### config.mk
export PLATFORM = sky130hd
export DESIGN_NAME = capture_timer
export DESIGN_NICKNAME = d
export VERILOG_FILES = /design/src/rtl/ctm_pkg.sv /design/src/rtl/ctm_prescaler.sv /design/src/rtl/ctm_capture_front.sv /design/src/rtl/capture_timer.sv
export SDC_FILE = /design/constraint.sdc
export NUM_CORES = 1
export LEC_CHECK = 0
export ABC_AREA = 1
export CAP_MARGIN = 40
export CORE_ASPECT_RATIO = 0.75
export CORE_MARGIN = 4
export CORE_UTILIZATION = 50
export CTS_CLUSTER_DIAMETER = 100
export DETAILED_ROUTE_END_ITERATION = 8
export HOLD_SLACK_MARGIN = 0.15
export PLACE_DENSITY = 0.8
export SLEW_MARGIN = 25
export SYNTH_ARGS = -nofsm -noshare
export SYNTH_HDL_FRONTEND = slang
export SYNTH_SLANG_ARGS = --single-unit
export TNS_END_PERCENT = 10
### constraint.sdc
create_clock -name clk -period 2.57 [get_ports clk]
set_input_delay 0.514 -clock clk [delete_from_list [all_inputs] [get_ports clk]]
set_output_delay 0.514 -clock clk [all_outputs]
set_load 0.05 [all_outputs]
### src/rtl/ctm_pkg.sv
package ctm_pkg;

  // word indices on the register bus
  localparam logic [1:0] IDX_CTRL = 2'd0;
  localparam logic [1:0] IDX_THR  = 2'd1;
  localparam logic [1:0] IDX_CNT  = 2'd2;
  localparam logic [1:0] IDX_CAP  = 2'd3;

  // configuration half of the control word, bit 0 = enable ... bit 8 = filter
  typedef struct packed {
    logic       filt;
    logic       arm_fall;
    logic       arm_rise;
    logic       ie_cap;
    logic       ie_match;
    logic [2:0] psel;
    logic       en;
  } ctrl_t;

  localparam int CTRL_W = $bits(ctrl_t);

  // log2 of the tick divisor for each prescale code
  function automatic int psc_shift(input logic [2:0] sel);
    case (sel)
      3'd0:    return 1;
      3'd1:    return 2;
      3'd2:    return 3;
      3'd3:    return 6;
      3'd4:    return 7;
      3'd5:    return 10;
      3'd6:    return 11;
      default: return 12;
    endcase
  endfunction

endpackage

### src/rtl/ctm_prescaler.sv
module ctm_prescaler #(
  parameter int PSC_W = 12
) (
  input  logic       clk,
  input  logic       rst,
  input  logic       run,
  input  logic [2:0] sel,
  output logic       tick
);
  import ctm_pkg::*;

  logic [PSC_W-1:0] pcnt_q;
  logic [PSC_W-1:0] mask;

  always_ff @(posedge clk) begin
    if (rst || !run) pcnt_q <= '0;
    else             pcnt_q <= pcnt_q + 1'b1;
  end

  // tick when all low bits of the selected width are ones
  always_comb begin
    mask = '0;
    for (int i = 0; i < PSC_W; i++) begin
      if (i < psc_shift(sel)) mask[i] = 1'b1;
    end
    tick = run && ((pcnt_q & mask) == mask);
  end

endmodule

### src/rtl/ctm_capture_front.sv
module ctm_capture_front #(
  parameter int SYNC_ST  = 2,
  parameter int FILT_LEN = 4
) (
  input  logic clk,
  input  logic rst,
  input  logic pin,
  input  logic filt_on,
  output logic rise,
  output logic fall
);

  logic [SYNC_ST-1:0]  sync_q;
  logic [FILT_LEN-2:0] hist_q;
  logic [FILT_LEN-1:0] win;
  logic                smp;
  logic                lvl_q;
  logic                prev_q;
  logic                lvl_d;

  assign smp = sync_q[SYNC_ST-1];
  assign win = {hist_q, smp};

  always_comb begin
    if (!filt_on)      lvl_d = smp;
    else if (&win)     lvl_d = 1'b1;
    else if (~|win)    lvl_d = 1'b0;
    else               lvl_d = lvl_q;
  end

  always_ff @(posedge clk) begin
    if (rst) begin
      sync_q <= '0;
      hist_q <= '0;
      lvl_q  <= 1'b0;
      prev_q <= 1'b0;
    end else begin
      sync_q <= {sync_q[SYNC_ST-2:0], pin};
      hist_q <= win[FILT_LEN-2:0];
      lvl_q  <= lvl_d;
      prev_q <= lvl_q;
    end
  end

  assign rise = lvl_q & ~prev_q;
  assign fall = ~lvl_q & prev_q;

endmodule

### src/rtl/capture_timer.sv
module capture_timer #(
  parameter int DATA_W   = 32,
  parameter int PSC_W    = 12,
  parameter int SYNC_ST  = 2,
  parameter int FILT_LEN = 4
) (
  input  logic              clk,
  input  logic              rst,
  input  logic              bus_wr,
  input  logic [1:0]        bus_addr,
  input  logic [DATA_W-1:0] bus_wdata,
  output logic [DATA_W-1:0] bus_rdata,
  input  logic              cap_pin,
  output logic              irq
);
  import ctm_pkg::*;

  localparam int FM_BIT = DATA_W - 2;
  localparam int FC_BIT = DATA_W - 1;

  ctrl_t             ctrl_q;
  logic              fm_q, fc_q;
  logic [DATA_W-1:0] thr_q, cnt_q, cap_q, rdata_q;
  logic              irq_q;
  logic              tick, rise_ev, fall_ev;
  logic              wr_ctrl, wr_thr, wr_cnt;
  logic              match_hit, cap_hit;
  logic [DATA_W-1:0] rd_ctrl, rd_word;

  assign wr_ctrl = bus_wr && (bus_addr == IDX_CTRL);
  assign wr_thr  = bus_wr && (bus_addr == IDX_THR);
  assign wr_cnt  = bus_wr && (bus_addr == IDX_CNT);

  ctm_prescaler #(.PSC_W(PSC_W)) u_psc (
    .clk  (clk),
    .rst  (rst),
    .run  (ctrl_q.en),
    .sel  (ctrl_q.psel),
    .tick (tick)
  );

  ctm_capture_front #(.SYNC_ST(SYNC_ST), .FILT_LEN(FILT_LEN)) u_front (
    .clk     (clk),
    .rst     (rst),
    .pin     (cap_pin),
    .filt_on (ctrl_q.filt),
    .rise    (rise_ev),
    .fall    (fall_ev)
  );

  assign match_hit = tick && (cnt_q == thr_q);
  assign cap_hit   = ctrl_q.en && ((rise_ev && ctrl_q.arm_rise) ||
                                   (fall_ev && ctrl_q.arm_fall));

  always_ff @(posedge clk) begin
    if (rst) begin
      ctrl_q <= '0;
      fm_q   <= 1'b0;
      fc_q   <= 1'b0;
      thr_q  <= '0;
      cnt_q  <= '0;
      cap_q  <= '0;
      irq_q  <= 1'b0;
    end else begin
      if (wr_ctrl) ctrl_q <= ctrl_t'(bus_wdata[CTRL_W-1:0]);
      // new events win over a clearing write in the same cycle
      fm_q <= match_hit | (fm_q & ~(wr_ctrl & ~bus_wdata[FM_BIT]));
      fc_q <= cap_hit   | (fc_q & ~(wr_ctrl & ~bus_wdata[FC_BIT]));
      if (wr_thr) thr_q <= bus_wdata;
      if (wr_cnt)         cnt_q <= bus_wdata;
      else if (match_hit) cnt_q <= '0;
      else if (tick)      cnt_q <= cnt_q + 1'b1;
      if (cap_hit) cap_q <= cnt_q;
      irq_q <= (fm_q & ctrl_q.ie_match) | (fc_q & ctrl_q.ie_cap);
    end
  end

  always_comb begin
    rd_ctrl = '0;
    rd_ctrl[CTRL_W-1:0] = ctrl_q;
    rd_ctrl[FM_BIT] = fm_q;
    rd_ctrl[FC_BIT] = fc_q;
    case (bus_addr)
      IDX_CTRL: rd_word = rd_ctrl;
      IDX_THR:  rd_word = thr_q;
      IDX_CNT:  rd_word = cnt_q;
      default:  rd_word = cap_q;
    endcase
  end

  always_ff @(posedge clk) begin
    if (rst) rdata_q <= '0;
    else     rdata_q <= rd_word;
  end

  assign bus_rdata = rdata_q;
  assign irq       = irq_q;

endmodule

== Word level (Yosys, flattened, before mapping) ==
Index checks and enable logic that the tools add are counted.
Widths: inputs -> output; s select.
Word-level totals
  input port bits: 38
  logic and storage cells: 98
  register bits after elaboration: 159
Cells by class
  reductions and logical operators: 16
  equal/unequal tests: 11
  $lt $le $gt $ge: 12
  muxes and demuxes: 20
  bitwise gates (word level): 18
  add/sub/neg operators: 2
Operators with widths (count)
  $mux 32: 3
  $pmux 32 s3: 1
  $add 32x1->32 const B: 1
  $eq 32x32->1: 1
  $pmux 4 s7: 1
  $lt 3x4->1 const A: 4
  $lt 4x4->1 const A: 4
  $mux 1: 15
  $add 12x1->12 const B: 1
  $and 12x12->12: 1
  $eq 12x12->1: 1
  $eq 3x3->1 const B: 3
  $and 1x1->1: 8
  $logic_and 1x1->1: 8
  $lt 1x4->1 const A: 2
  $lt 2x4->1 const A: 2
  $eq 3x2->1 const B: 2
  $not 1->1: 6
  $reduce_and 4->1: 1
  $reduce_or 4->1: 1
  $eq 3x1->1 const B: 1
  $logic_not 3->1: 1
  $ne 3x2->1 const B: 1
  $or 1x1->1: 3
  other kinds (6): 7

== Logic depth before layout (Yosys ltp) ==
  depth after elaboration: 10
  gate-level depth with buffers: 11
  mapped depth without buffers: 11

== Modules after synthesis ==
A second synthesis with hierarchy kept.
Second synthesis, totals
  cells, all modules: 1232
  area, all modules: 8305.5 um^2
Modules (own cells, without submodules)
  capture_timer: cells each 1107, instances 1, area each 7423.4 um^2, seq. area each 2802.7 um^2
  ctm_prescaler: cells each 91, instances 1, area each 639.4 um^2, seq. area each 240.2 um^2
  ctm_capture_front: cells each 34, instances 1, area each 242.7 um^2, seq. area each 140.1 um^2

== Worst setup path after synthesis ==
Ideal clock, no wire load.
  path kind: input to register
  start point: in bus_addr[1]
  end point: reg ctrl_q[7] (netlist bit)
  setup time: 0.119 ns
  arrival time: 1.486 ns
  setup slack: 0.964 ns
  cell stages on the path: 8
  path through: buf_4 nor2_4 inv_1 nor2_1 inv_1 buf_6 o21ai_0 a21oi_1
Between the ends
  word-level cells in the longest chain between the ends: 2
Ends and longest elaborated chain
  start: declaration: line capture_timer.sv:10  | input logic [1:0] bus_addr,
  $logic_not 2->1: line capture_timer.sv:30  | assign wr_ctrl = bus_wr && (bus_addr == IDX_CTRL);
  $logic_and 1x1->1: line capture_timer.sv:30
  end signal: assignment: line capture_timer.sv:65  | if (wr_ctrl) ctrl_q <= ctrl_t'(bus_wdata[CTRL_W-1:0]);
  end: declaration: line capture_timer.sv:21  | ctrl_t ctrl_q;
No other way between the ends.
A chain may end at the register's enable or synchronous reset.

== Worst setup path after layout ==
  start point: reg cnt_q[27]
  end point: reg cnt_q[22]
Between the ends
  word-level cells in the longest chain between the ends: 4
Ends and longest elaborated chain
  start: declaration: line capture_timer.sv:23  | logic [DATA_W-1:0] thr_q, cnt_q, cap_q, rdata_q;
  start signal: assignment: line capture_timer.sv:70  | if (wr_cnt) cnt_q <= bus_wdata;
  start signal: assignment: line capture_timer.sv:72  | else if (tick) cnt_q <= cnt_q + 1'b1;
  $eq 32x32->1 *: line capture_timer.sv:51  | assign match_hit = tick && (cnt_q == thr_q);
  $logic_and 1x1->1 *: line capture_timer.sv:51
  $mux 32: line capture_timer.sv:71  | else if (match_hit) cnt_q <= '0;
  $mux 32: line capture_timer.sv:70
Mark *: on every way between the ends. The rest lies on a longest branch, timed or not.

==> reports/metrics.json <==
{
  "first_global_vias": 7150,
  "dpl_cell_area_um2": 8770,
  "clock_sinks": 159,
  "synthesized_flop_and_latch_total": 159,
  "synth.cell_area_um2": 7900,
  "maxCapViolations": 0,
  "cts-htree-levels": 4,
  "worst_clock_skew_ns": 0.00868,
  "crit_path_launch_type": "register",
  "grt_first_pass_wirelength_um": 36900,
  "ys.flop_type": "sky130_fd_sc_hd__dfxtp_1",
  "drive_above_1_share_pct": 7.12,
  "yosysUniqueCellTypes": 36,
  "start_util_pct": 51.4,
  "maximum_number_of_pins_on_one_net_before_global_route_repair": 55,
  "die_height_um": 117,
  "cts-resized-gates": 0,
  "synthTopCellsByArea": "sky130_fd_sc_hd__dfxtp_1 40%, sky130_fd_sc_hd__nand2_1 9.8%, sky130_fd_sc_hd__inv_1 9.1%",
  "synthDominantAreaCellType": "sky130_fd_sc_hd__dfxtp_1",
  "finalCritPeriodShare_pct": 81.9,
  "finish.instance_area_um2": 9320,
  "path_cells": "xnor2_1 -> nand2_1 -> nor2_1 -> nand2_1 -> nor2_1 -> nand2_2 -> nand4_1 -> a21oi_1",
  "grt_antenna_before_repair": 0,
  "clock.fmax_mhz": 475,
  "routed_via_density": 5.47,
  "number_of_enable_flip_flop_cells_after_synthesis": 0,
  "required_ns": 2.86,
  "worst_hold_path_type": "reg -> reg",
  "rsz0062_at_grt": "no",
  "crit_path_max_fanout": 32,
  "postCtsSetupBuffers": 0,
  "max_slew_margin_pct": 59.0,
  "cellLeakagePower_nw": 3.73,
  "cts_tree": "done",
  "routed_wire_length_um": 22600,
  "clock-root-buffer": "sky130_fd_sc_hd__clkbuf_16",
  "synthArstFlopShare_pct": 0,
  "layout_overhead_on_the_synthesized_area_pct": 18.0,
  "endpoints_failing_setup": 0,
  "clock_path_buffers": 2,
  "avgRoutedWirePerCell_um": 15.8,
  "timing.final.max_slew_violations": 0,
  "max-vdd-ir-drop_uv": 367,
  "num_io_pins": 71,
  "worst_ep_arrival_time_ns": 2.40,
  "number_of_iterations_in_the_first_detailed_routing_pass": 6,
  "final-hold-violation-count": 0,
  "final_core_utilization_pct": 60.6,
  "end_kind": "register",
  "status": "finished, final reports clean",
  "synthTopCellsByCount": "206 x sky130_fd_sc_hd__nand2_1, 191 x sky130_fd_sc_hd__inv_1, 159 x sky130_fd_sc_hd__dfxtp_1",
  "fin_ws_ns": 0.466,
  "drtIter0Drc": 809,
  "placement.io_buffers": 70,
  "gr-usage-all-layers_pct": 25.7,
  "core_region_area_um2": 15400,
  "vias": 7810,
  "layout.nets": 1249,
  "clkSlewWorstSetupHoldPaths_ns": 0.07,
  "worst_pin_slew_ns": 0.614,
  "dpl_worst_slack_ns": 0.237,
  "power_density_nw_per_um2": 599,
  "drtAntennaViolNets": 0,
  "critical-path-top-delay-family": "simple AND/OR/NAND/NOR gates",
  "dp.final_hpwl_um": 15700,
  "syn_nets": 1196,
  "antenna_cells": 0,
  "row_count": 39,
  "floorplan.die_area_um2": 17900,
  "tritoncts.num_buffers": 17,
  "fill_cells": 1429,
  "synth.yosys.seq_area_share_pct": 40.3,
  "place.gp.congestion": 0.994,
  "globalRoute.totalOverflow": 0,
  "post-layout-total-power_mw": 5.59,
  "crit_type": "reg -> reg",
  "synth.top_cell.area_share_pct": 40.3,
  "timing.critical_path.slowest_cell_delay_ns": 0.40,
  "post-synth-top-count-cell": "sky130_fd_sc_hd__nand2_1",
  "drcViolationCount": 0,
  "ys.warnings.count": 0,
  "die_width_um": 153,
  "critPathSlowestCell": "sky130_fd_sc_hd__nand2_2",
  "clock_insertion_delay_worst_skew_ns": 0.43,
  "critical_path.n_buffers_inverters": 0,
  "postSynthAreaPerCell_um2": 6.83,
  "syn_inst": 1156,
  "setup_tns_ns": 0,
  "ctsHoldBuffers": 0,
  "tmin_final_ns": 2.10
}
==> power breakdown <==
part           internal [mW]  switching, mW  leakage (nW)  total [mW]
Combinational          0.216          0.371          2.18       0.587
Clock                   1.38           1.03         0.262        2.41
Sequential              2.53         0.0571          1.29        2.59
Total                   4.12           1.46          3.73        5.59
==> sequential cells by signal (all words and copies together), names as in the netlist <==
register,flops
bus_rdata,32
cap_q,32
cnt_q,32
ctrl_q,9
fc_q,1
fm_q,1
irq,1
thr_q,32
u_front.hist_q,3
u_front.lvl_q,1
u_front.prev_q,1
u_front.sync_q,2
u_psc.pcnt_q,12
==> cells in the final DEF, fill, tap and decap left out, drive strengths merged <==
master / instances
a21oi: 114
o2bb2ai: 1
o221ai: 7
xnor2: 23
clkbuf: 22
xor2: 13
o22ai: 24
o21a: 1
o2111ai: 1
o211ai: 10
clkinv: 7
buf: 21
nor2: 116
bufinv: 1
nand3: 32
ha: 2
nand2: 213
dfxtp: 159
a32o: 1
nand4: 35
clkinvlp: 4
clkdlybuf4s50: 69
inv: 205
o31ai: 1
nor3: 2
o21ai: 138
==> tightest hold or removal path, stage by stage (launching register included) <==
cell	delay, ns
sky130_fd_sc_hd__dfxtp_1	0.29
sky130_fd_sc_hd__inv_1	0.04
sky130_fd_sc_hd__nor2_1	0.03
==> kinds of logic after synthesis <==
kind of cell	Yosys count	share of synthesized area, %
fa+ha+maj	2	0.317
simple gates	398	21.9
xor+xnor	36	3.99
flops	159	40.3
compound gates	298	20.1
buf+inv	263	13.4
==> worst paths after layout <==
path | slack [ns] | depth (start not counted) | to | startpoint
worst min register to register | 0.40 | 2 | u_front.sync_q[1] | u_front.sync_q[0]
worst max register to register | 0.47 | 8 | cnt_q[22] | cnt_q[27]
worst max-delay path | 0.47 | 8 | cnt_q[22] | cnt_q[27]
worst min-delay path | 0.40 | 2 | u_front.sync_q[1] | u_front.sync_q[0]
==> per-stage QoR <==
stage,hold WS (ns),std cells
after floorplan,0.388,1156
after global placement,0.393,1395
after detailed placement,0.396,1395
after CTS,0.405,1427
after global routing,0.431,1427
final,0.405,1427
==> final cells by class <==
class                      count  area [um^2]  area share, %
clock inverter                10         88.8          0.953
tap                          205          256           2.75
multi-input combinational    734         3660           39.3
sequential                   159         3180           34.1
inverter                     207          785           8.42
clock buffer                  22          464           4.98
timing repair buffer          90          883           9.48
==> metal layers <==
metal / wire (um) / track usage [%]
met4: 447 / 8.61
met3: 2170 / 5.44
met5: 0 / 0
met2: 9440 / 39.1
met1: 10600 / 36.7
No activity file was read; power rests on OpenSTA's default activity.
